## src/rtl/lsb_pkg.sv

```systemverilog
package lsb_pkg;

    typedef enum logic [1:0] {
        ST_IDLE = 2'd0,
        ST_LONG = 2'd1,
        ST_AVG  = 2'd2,
        ST_FIN  = 2'd3
    } lsb_state_t;

endpackage

```

## src/rtl/lsb_load_table.sv

```systemverilog
module lsb_load_table #(
    parameter int N     = 8,
    parameter int VAL_W = 16,
    parameter int TID_W = 3,
    parameter int SUM_W = 19
) (
    input  logic                       clk,
    input  logic                       rst_n,
    input  logic                       add_valid,
    input  logic [TID_W-1:0]           add_tid,
    input  logic [VAL_W-1:0]           add_cost,
    input  logic                       ret_valid,
    input  logic [TID_W-1:0]           ret_tid,
    input  logic [VAL_W-1:0]           ret_cost,
    input  logic                       snap_en,
    output logic [N-1:0][VAL_W-1:0]    snap_vals,
    output logic [SUM_W-1:0]           snap_total
);

    logic [N-1:0][VAL_W-1:0] live_q;
    logic [N-1:0][VAL_W-1:0] live_d;
    logic [SUM_W-1:0]        live_sum;

    // One saturating add / clamping subtract per thread
    for (genvar g = 0; g < N; g++) begin : g_thread
        logic [VAL_W:0]   inc;
        logic [VAL_W-1:0] sat;
        logic             add_hit;
        logic             ret_hit;

        always_comb begin
            add_hit = add_valid && (add_tid == TID_W'(g));
            ret_hit = ret_valid && (ret_tid == TID_W'(g));
            inc     = {1'b0, live_q[g]} + (add_hit ? {1'b0, add_cost} : '0);
            sat     = inc[VAL_W] ? {VAL_W{1'b1}} : inc[VAL_W-1:0];
            if (ret_hit) begin
                live_d[g] = (sat < ret_cost) ? '0 : (sat - ret_cost);
            end else begin
                live_d[g] = sat;
            end
        end
    end

    always_comb begin
        live_sum = '0;
        for (int i = 0; i < N; i++) begin
            live_sum = live_sum + SUM_W'(live_q[i]);
        end
    end

    always_ff @(posedge clk) begin
        if (!rst_n) begin
            live_q     <= '0;
            snap_vals  <= '0;
            snap_total <= '0;
        end else begin
            live_q <= live_d;
            if (snap_en) begin
                snap_vals  <= live_q;
                snap_total <= live_sum;
            end
        end
    end

endmodule

```

## src/rtl/lsb_pick_max.sv

```systemverilog
module lsb_pick_max #(
    parameter int N     = 8,
    parameter int VAL_W = 16,
    parameter int TID_W = 3
) (
    input  logic [N-1:0][VAL_W-1:0] vals,
    input  logic [N-1:0]            sent,
    output logic [TID_W-1:0]        best_tid,
    output logic [VAL_W-1:0]        best_val
);

    logic found;

    // Ascending scan with strict compare: on equal loads the lower ID stays
    always_comb begin
        best_tid = '0;
        best_val = '0;
        found    = 1'b0;
        for (int i = 0; i < N; i++) begin
            if (!sent[i] && (!found || (vals[i] > best_val))) begin
                best_tid = TID_W'(i);
                best_val = vals[i];
                found    = 1'b1;
            end
        end
    end

endmodule

```

## src/rtl/lsb_ctrl.sv

```systemverilog
module lsb_ctrl
    import lsb_pkg::*;
#(
    parameter int N       = 8,
    parameter int T       = 4,
    parameter int VAL_W   = 16,
    parameter int TID_W   = 3,
    parameter int SUM_W   = 19,
    parameter int CNT_W   = 3
) (
    input  logic               clk,
    input  logic               rst_n,
    input  logic               start,
    input  logic               rnd_tick,
    input  logic [TID_W-1:0]   pick_tid,
    input  logic [VAL_W-1:0]   pick_val,
    input  logic [SUM_W-1:0]   snap_total,
    output logic               snap_en,
    output logic [N-1:0]       sent,
    output logic               msg_valid,
    output logic               msg_is_avg,
    output logic [TID_W-1:0]   msg_tid,
    output logic [VAL_W-1:0]   msg_val,
    output logic               done
);

    localparam int SHORT_N   = N - T;
    localparam int SHORT_DIV = (SHORT_N > 0) ? SHORT_N : 1;
    localparam bit HAS_AVG   = (SHORT_N > 0);

    lsb_state_t       state_q;
    lsb_state_t       state_d;
    logic [CNT_W-1:0] sent_cnt;
    logic [SUM_W-1:0] sent_sum;
    logic [SUM_W-1:0] short_sum;
    logic [SUM_W-1:0] avg_full;
    logic             last_long;

    assign snap_en   = start && (state_q == ST_IDLE);
    assign last_long = (sent_cnt == CNT_W'(T - 1));
    assign short_sum = snap_total - sent_sum;
    assign avg_full  = short_sum / SUM_W'(SHORT_DIV);

    // Next-state logic
    always_comb begin
        state_d = state_q;
        unique case (state_q)
            ST_IDLE: if (start) state_d = ST_LONG;
            ST_LONG: begin
                if (rnd_tick && last_long) begin
                    state_d = HAS_AVG ? ST_AVG : ST_FIN;
                end
            end
            ST_AVG:  if (rnd_tick) state_d = ST_FIN;
            ST_FIN:  state_d = ST_IDLE;
        endcase
    end

    // State register
    always_ff @(posedge clk) begin
        if (!rst_n) begin
            state_q <= ST_IDLE;
        end else begin
            state_q <= state_d;
        end
    end

    // Round bookkeeping for the long set
    always_ff @(posedge clk) begin
        if (!rst_n) begin
            sent     <= '0;
            sent_cnt <= '0;
            sent_sum <= '0;
        end else if (snap_en) begin
            sent     <= '0;
            sent_cnt <= '0;
            sent_sum <= '0;
        end else if ((state_q == ST_LONG) && rnd_tick) begin
            sent[pick_tid] <= 1'b1;
            sent_cnt       <= sent_cnt + 1'b1;
            sent_sum       <= sent_sum + SUM_W'(pick_val);
        end
    end

    // Registered outputs
    always_ff @(posedge clk) begin
        if (!rst_n) begin
            msg_valid  <= 1'b0;
            msg_is_avg <= 1'b0;
            msg_tid    <= '0;
            msg_val    <= '0;
            done       <= 1'b0;
        end else begin
            msg_valid <= 1'b0;
            done      <= (state_q == ST_FIN);
            unique case (state_q)
                ST_LONG: begin
                    if (rnd_tick) begin
                        msg_valid  <= 1'b1;
                        msg_is_avg <= 1'b0;
                        msg_tid    <= pick_tid;
                        msg_val    <= pick_val;
                    end
                end
                ST_AVG: begin
                    if (rnd_tick) begin
                        msg_valid  <= 1'b1;
                        msg_is_avg <= 1'b1;
                        msg_tid    <= '0;
                        msg_val    <= avg_full[VAL_W-1:0];
                    end
                end
                ST_IDLE, ST_FIN: ;
            endcase
        end
    end

endmodule

```

## src/rtl/load_summary_bcast.sv

```systemverilog
module load_summary_bcast #(
    parameter int NUM_THREADS = 8,
    parameter int K           = 2,
    parameter int VAL_W       = 16,
    parameter int TID_W       = $clog2(NUM_THREADS)
) (
    input  logic              clk,
    input  logic              rst_n,
    input  logic              add_valid,
    input  logic [TID_W-1:0]  add_tid,
    input  logic [VAL_W-1:0]  add_cost,
    input  logic              ret_valid,
    input  logic [TID_W-1:0]  ret_tid,
    input  logic [VAL_W-1:0]  ret_cost,
    input  logic              start,
    input  logic              rnd_tick,
    output logic              msg_valid,
    output logic              msg_is_avg,
    output logic [TID_W-1:0]  msg_tid,
    output logic [VAL_W-1:0]  msg_val,
    output logic              done
);

    localparam int T       = NUM_THREADS / K;
    localparam int SHORT_N = NUM_THREADS - T;
    localparam int SUM_W   = VAL_W + $clog2(NUM_THREADS + 1);
    localparam int CNT_W   = $clog2(T + 1);

    logic [NUM_THREADS-1:0][VAL_W-1:0] snap_vals;
    logic [SUM_W-1:0]                  snap_total;
    logic [NUM_THREADS-1:0]            sent;
    logic                              snap_en;
    logic [TID_W-1:0]                  pick_tid;
    logic [VAL_W-1:0]                  pick_val;

    lsb_load_table #(
        .N(NUM_THREADS), .VAL_W(VAL_W), .TID_W(TID_W), .SUM_W(SUM_W)
    ) u_table (
        .clk(clk), .rst_n(rst_n),
        .add_valid(add_valid), .add_tid(add_tid), .add_cost(add_cost),
        .ret_valid(ret_valid), .ret_tid(ret_tid), .ret_cost(ret_cost),
        .snap_en(snap_en), .snap_vals(snap_vals), .snap_total(snap_total)
    );

    lsb_pick_max #(
        .N(NUM_THREADS), .VAL_W(VAL_W), .TID_W(TID_W)
    ) u_pick (
        .vals(snap_vals), .sent(sent),
        .best_tid(pick_tid), .best_val(pick_val)
    );

    lsb_ctrl #(
        .N(NUM_THREADS), .T(T), .VAL_W(VAL_W), .TID_W(TID_W),
        .SUM_W(SUM_W), .CNT_W(CNT_W)
    ) u_ctrl (
        .clk(clk), .rst_n(rst_n), .start(start), .rnd_tick(rnd_tick),
        .pick_tid(pick_tid), .pick_val(pick_val), .snap_total(snap_total),
        .snap_en(snap_en), .sent(sent),
        .msg_valid(msg_valid), .msg_is_avg(msg_is_avg),
        .msg_tid(msg_tid), .msg_val(msg_val), .done(done)
    );

endmodule

```

## config.mk

```make
export PLATFORM = sky130hd
export DESIGN_NAME = load_summary_bcast
export DESIGN_NICKNAME = d
export VERILOG_FILES = /design/src/rtl/lsb_pkg.sv /design/src/rtl/lsb_load_table.sv /design/src/rtl/lsb_pick_max.sv /design/src/rtl/lsb_ctrl.sv /design/src/rtl/load_summary_bcast.sv
export SDC_FILE = /design/constraint.sdc
export NUM_CORES = 2
export LEC_CHECK = 0
export BUFFER_PORTS_ARGS = -buffer_cell sky130_fd_sc_hd__buf_2
export CORE_MARGIN = 5
export CORE_UTILIZATION = 25
export DETAILED_ROUTE_END_ITERATION = 10
export GPL_ROUTABILITY_DRIVEN = 0
export HOLD_SLACK_MARGIN = 0.12
export SLEW_MARGIN = 20
export SYNTH_ARGS = -nofsm -noshare
export SYNTH_HDL_FRONTEND = slang
export SYNTH_SLANG_ARGS = --single-unit
```

## constraint.sdc

```tcl
create_clock -name clk -period 17.7 [get_ports clk]
set_clock_uncertainty 0.05 [all_clocks]
set_input_delay 3.54 -clock clk [delete_from_list [all_inputs] [get_ports clk]]
set_output_delay 3.54 -clock clk [all_outputs]
set_load 0.02 [all_outputs]
```

## Yosys cells after proc, flatten, opt, wreduce, memory -nomap -nowiden

Cells that the tools add are included.

| operators by class | value |
|---|---|
| mux-type cells | 70 |
| divide/modulo/power cells | 0 |
| eq/ne operators | 22 |
| add/subtract/negate cells | 26 |
| bitwise gates (word level) | 2 |
| reduce and logical (&&, ||, !) cells | 56 |
| shifts and indexed selects | 0 |
| $lt $le $gt $ge | 17 |
| $mul | 0 |

Operator list:

| operator | number |
|---|---|
| 2-to-1 mux 16 bit | 42 |
| adder 16 x 17 -> 17 bit | 8 |
| less-than comparator 16 bit | 8 |
| subtractor 16 bit | 8 |
| greater-than comparator 16 bit | 7 |
| adder 18 x 16 -> 18 bit | 5 |
| one-hot mux 16 bit (2 select lines) | 1 |
| logical AND 1 bit | 27 |
| == test 3 bit (second input constant) | 8 |
| adder 20 x 16 -> 20 bit | 1 |
| adder 17 x 16 -> 18 bit | 1 |
| 2-to-1 mux 3 bit | 6 |
| subtractor 18 bit | 1 |
| adder 16 x 16 -> 17 bit | 1 |
| == test 3 x 2 -> 1 bit (second input constant) | 5 |
| logical NOT 1 bit | 13 |
| 2-to-1 mux 1 bit | 12 |
| 2-to-1 mux 2 bit | 5 |
| OR 8 bit | 1 |
| one-hot mux 2 bit (4 select lines) | 1 |
| logical OR 1 bit | 7 |
| == test 3 x 1 -> 1 bit (second input constant) | 2 |
| logical NOT 3 bit | 2 |
| != test 2 bit (second input constant) | 3 |
| other kinds (15) | 18 |

| storage, ports and cells | value |
|---|---|
| output and inout port bits | 22 |
| memories kept | 0 |
| ROM bits | 0 |
| word-level logic and storage cells | 219 |
| latch bits | 0 |
| bits in writable memories | 0 |
| bits in registers | 329 |

## Depth between registers and ports, before layout

| depth | value |
|---|---|
| word-level depth | 34 |
| gate-level depth with buffers | 93 |
| mapped depth without buffers | 81 |

## By module

A second synthesis with hierarchy kept.

| unflattened totals | value |
|---|---|
| cells, all modules | 3995 |
| area total of the unflattened synthesis | 33445.8 um^2 |

Modules (own cells, without submodules):

| module | instances | cells an instance | sequential area each (um^2) | area an instance (um^2) |
|---|---|---|---|---|
| lsb_load_table | 1 | 2909 | 5505.3 | 24876.4 |
| lsb_pick_max | 1 | 645 | 0.0 | 4991.0 |
| lsb_ctrl | 1 | 441 | 1061.0 | 3578.4 |

## Worst setup path after synthesis

OpenSTA, ideal clock, no wires.

| timing path | value |
|---|---|
| kind | register to register |
| start | register u_ctrl.sent[0] |
| end | register u_ctrl.sent_sum[17] |
| setup slack | 0.600 ns |
| setup time | 0.128 ns |
| buffers on the path | 16 |
| stages on the path, launching flop included | 84 |
| arrival time | 16.923 ns |
| path through | dfxtp_1 clkbuf_1 clkbuf_1 nand2b_1 ha_1 nand3_1 nor4_2 a21boi_1 a211o_1 clkbuf_1 a21oi_1 a21oi_1 ha_1 a21oi_1 nand2_1 a221o_1 o31ai_1 buf_2 (+48 left out) o31ai_1 nand2_1 clkbuf_1 clkbuf_1 nand2_1 o21ai_0 ha_1 a21o_1 a21o_1 a2111oi_0 nor3_1 a211oi_1 o31ai_1 a31o_2 a21oi_1 nor3_1 xnor2_1 nor2_1 |

| on the way | value |
|---|---|
| word-level cells in the longest chain between the ends | 30 |
| elaborated cells on any way between the ends | 43 |
| those cells by class | 1 x add/sub; 7 x order compare; 15 x mux; 20 x reduce/logical |

Ends and longest elaborated chain:

| element | RTL line | text |
|---|---|---|
| from (decl) | lsb_ctrl.sv:19 | `output logic [N-1:0] sent,` |
| from (signal assigned) | lsb_ctrl.sv:71 | `sent <= '0;` |
| from (signal assigned) | lsb_ctrl.sv:75 | `sent <= '0;` |
| from (signal, indexed assignment) | lsb_ctrl.sv:79 | `sent[pick_tid] <= 1'b1;` |
| 2-to-1 mux 16 bit | lsb_pick_max.sv:20 | `if (!sent[i] && (!found \|\| (vals[i] > best_val))) begin` |
| greater-than comparator 16 bit | lsb_pick_max.sv:20 |  |
| logical OR 1 bit | lsb_pick_max.sv:20 |  |
| logical AND 1 bit | lsb_pick_max.sv:20 |  |
| 2-to-1 mux 16 bit / 2-to-1 mux 1 bit (equally long branches) | lsb_pick_max.sv:20 |  |
| greater-than comparator 16 bit / logical NOT 1 bit (equally long branches) | lsb_pick_max.sv:20 |  |
| logical OR 1 bit | lsb_pick_max.sv:20 |  |
| logical AND 1 bit | lsb_pick_max.sv:20 |  |
| (+14 left out) | - |  |
| logical OR 1 bit | lsb_pick_max.sv:20 |  |
| logical AND 1 bit | lsb_pick_max.sv:20 |  |
| 2-to-1 mux 16 bit / 2-to-1 mux 1 bit (equally long branches) | lsb_pick_max.sv:20 |  |
| greater-than comparator 16 bit / logical NOT 1 bit (equally long branches) | lsb_pick_max.sv:20 |  |
| logical OR 1 bit | lsb_pick_max.sv:20 |  |
| logical AND 1 bit | lsb_pick_max.sv:20 |  |
| 2-to-1 mux 16 bit * | lsb_pick_max.sv:20 |  |
| adder 20 x 16 -> 20 bit * | lsb_ctrl.sv:81 | `sent_sum <= sent_sum + SUM_W'(pick_val);` |
| to (signal assigned) | lsb_ctrl.sv:81 |  |
| to (decl) | lsb_ctrl.sv:34 | `logic [SUM_W-1:0] sent_sum;` |

Mark *: on every way between the ends. The rest lies on a longest branch, timed or not.
A chain may end at the register's enable or synchronous reset.

## Final worst setup path

| timing path | value |
|---|---|
| start | register u_ctrl.sent[0] |
| end | register u_ctrl.sent_sum[14] |

Same word-level chain as after synthesis.

==> flow_summary.json <==
{
  "internal_power_mw": 3.052,
  "ys_warn_count": 0,
  "via_per_inst": 5.162,
  "routedWlPerCell_um": 19.73,
  "grt_pass1_wl_mm": 167.5,
  "clockBufferDepth": 3,
  "worstSetupStartpointType": "register",
  "slowest_stage": "fa_1",
  "period_minus_slack_ns": 16.79,
  "ir_drop_mv": 0.1600,
  "cp_common_cell": "ha_1",
  "power_density_mw_per_mm2": 172.8,
  "switching_share": 0.5013,
  "die_h_um": 365.1,
  "fin_area_mm2": 0.03543,
  "timing.max_cap.violations": 0,
  "clk_pin_slew_worst_paths_ns": 0.06,
  "fin_hold_ws_ns": 0.4063,
  "grt_max_degree": 97,
  "p_sw_mw": 3.068,
  "clock_power_share": 0.146,
  "cp-end-kind": "register",
  "row_count": 130,
  "post-route-drc-count": 0,
  "dp_slack_ns": -0.4806,
  "slew_headroom": 0.2955,
  "hold_viol_final": 0,
  "final_common_cell": "nand2_1",
  "synth_edf_count": 0,
  "drt-total-wl_mm": 112.9,
  "status": "finished, final reports clean",
  "cts_buffers": 42,
  "clock.fmax_mhz": 59.55,
  "io_buffers": 65,
  "finalSetupViolations": 0,
  "max_stage_delay_ns": 0.44,
  "critPathMaxFanout": 21,
  "layout_common_cells": "nand2_1 (560), ha_1 (424), a21oi_1 (373), dfxtp_1 (326), inv_1 (298)",
  "start_util": 0.2514,
  "synth_cell_types": 84,
  "die_area_mm2": 0.1333,
  "syn_area_mm2": 0.03153,
  "postPlaceCellArea_mm2": 0.03377,
  "syn_inst": 3998,
  "fillCellCount": 13411,
  "fin_nets": 4617,
  "synthToLayoutAreaGrowth_pct": 12.37,
  "htreeDepth": 2,
  "vias": 29538,
  "criticalPathCategory": "reg2reg",
  "worstPathArrival_ns": 17.20,
  "cts_tree": "yes",
  "synthFlopType": "dfxtp_1",
  "insertion_delay_ns": 0.59,
  "leakagePower_nw": 15.49,
  "syn_avg_cell_area_um2": 7.887,
  "synth_seq_cells": 327,
  "grt_overflow": 0,
  "drive_gt1_frac": 0.06685,
  "grt_pass1_vias": 27842,
  "grt.total_usage": 0.1629,
  "final.period_utilization": 0.9487,
  "clock_sinks": 327,
  "ctsHoldBuffers": 0,
  "seqPwrFrac": 0.140,
  "cp.required_ns": 18.11,
  "antenna_found_initial": 4,
  "ys_seq_area_frac": 0.2076,
  "fin_ws_ns": 0.9080,
  "cts-root-buf": "clkbuf_16",
  "num_io_pins": 66,
  "async_flop_share": 0,
  "die_w_um": 365.1,
  "synth_nets": 4578,
  "hold_class": "reg2reg",
  "final-max-slew-violation-count": 0,
  "dr.pass1.iters": 5,
  "share_comb_of_total_power": 0.713,
  "drtAntennaViolNets": 0,
  "drtIter0Drc": 2497,
  "core_area_mm2": 0.1254,
  "tightestPinTransition_ns": 1.057,
  "dp_hpwl_mm": 90.20
}
## synthesized netlist by cell type, types with 63 or more instances
master | number | area (µm²)
a21o_1 | 75 | 563.0
a21oi_1 | 374 | 1872
and2_1 | 145 | 907.1
clkbuf_1 | 105 | 394.1
dfxtp_1 | 327 | 6546
fa_1 | 112 | 2242
ha_1 | 424 | 5305
inv_1 | 299 | 1122
nand2_1 | 562 | 2110
nand3_1 | 79 | 395.4
nor2_1 | 211 | 792.0
nor3_1 | 91 | 455.4
o21ai_0 | 186 | 930.9
o2bb2ai_1 | 108 | 945.9
or3_1 | 63 | 394.1
xnor2_1 | 116 | 1016
xor2_1 | 95 | 832.1
## state kept, by name (all words and copies together) (netlist names)
| register | cells |
|---|---|
| u_ctrl.done | 1 |
| u_ctrl.msg_is_avg | 1 |
| u_ctrl.msg_tid | 3 |
| u_ctrl.msg_val | 16 |
| u_ctrl.msg_valid | 1 |
| u_ctrl.sent | 8 |
| u_ctrl.sent_cnt | 3 |
| u_ctrl.sent_sum | 18 |
| u_ctrl.state_q | 2 |
| u_table.live_q | 128 |
| u_table.snap_total | 18 |
| u_table.snap_vals | 128 |
## power groups by stage
| stage | Sequential [mW] | Combinational [mW] | Clock (mW) |
|---|---|---|---|
| after floorplan | 0.863 | 3.11 | 0 |
| after global placement | 0.874 | 4.10 | 0 |
| after detailed placement | 0.874 | 4.14 | 0 |
| after CTS | 0.858 | 4.19 | 0.908 |
| after global routing | 0.866 | 4.80 | 0.937 |
| final | 0.860 | 4.37 | 0.896 |
## routing by layer
| layer | up-vias | part of all wire | GRT usage |
|---|---|---|---|
| met5 | - | 0 | 0 |
| met4 | 0 | 0.032 | 0.04484 |
| met3 | 186 | 0.080 | 0.02672 |
| met2 | 971 | 0.43 | 0.2554 |
| met1 | 14145 | 0.46 | 0.2313 |
| li1 | 14236 | - | - |
## final timing paths
kind | slack (ns) | cells past startpoint | start | endpoint
max reg2reg | 0.91 | 79 | u_ctrl.sent[0] | u_ctrl.sent_sum[14]
max | 0.91 | 79 | u_ctrl.sent[0] | u_ctrl.sent_sum[14]
min | 0.41 | 2 | u_ctrl.msg_is_avg | u_ctrl.msg_is_avg
min reg2reg | 0.41 | 2 | u_ctrl.msg_is_avg | u_ctrl.msg_is_avg
## worst max-delay path: cells and delay by family (launching register included)
family	cells	cell delay, ns
AO/OA/AOI/OAI	38	8.22
adder cells (fa/ha/maj)	9	2.54
buffers and inverters	10	1.66
flip-flops	1	0.38
multiplexers	1	0.31
AND/OR/NAND/NOR	21	3.51
## metrics by stage
stage          TNS (ns)  instances    util  power [mW]
2_1_floorplan         0       3998       -       3.977
5_1_grt        -0.04916       5719  0.2825       6.598
6_report              0       5722  0.2825       6.120
3_3_place_gp    -0.1331       5629  0.2693       4.974
3_5_place_dp     -1.046       5629  0.2693       5.017
4_1_cts               0       5707  0.2808       5.958
## cell type report
class                      instances  area (µm²)  area share
inverter                         299        1125     0.03175
multi-input combinational       3251       23560      0.6649
timing repair buffer             116       708.2     0.01999
tap                             1650        2064     0.05827
antenna                            3       7.507   0.0002119
clock buffer                      56        1184     0.03341
clock inverter                    20       235.2    0.006639
sequential                       327        6548      0.1848
## cells by family after synthesis
kind of cell | synth area share
buffers and inverters | 0.05139
AO/OA/AOI/OAI | 0.2272
multiplexers | 0.006905
XOR/XNOR | 0.05861
flip-flops | 0.2076
adder cells (fa/ha/maj) | 0.2397
AND/OR/NAND/NOR | 0.2085
## repair_timing
action | 4_1_cts | 5_1_grt
resized for setup | 3 | 22
endpoints found under the hold margin | 0 | 0
pin swaps | 2 | 5
cloned | 2 | 2
setup buffers | 0 | 10
setup endpoints to repair | 5 | 14
(Power assumes the default switching activity.)
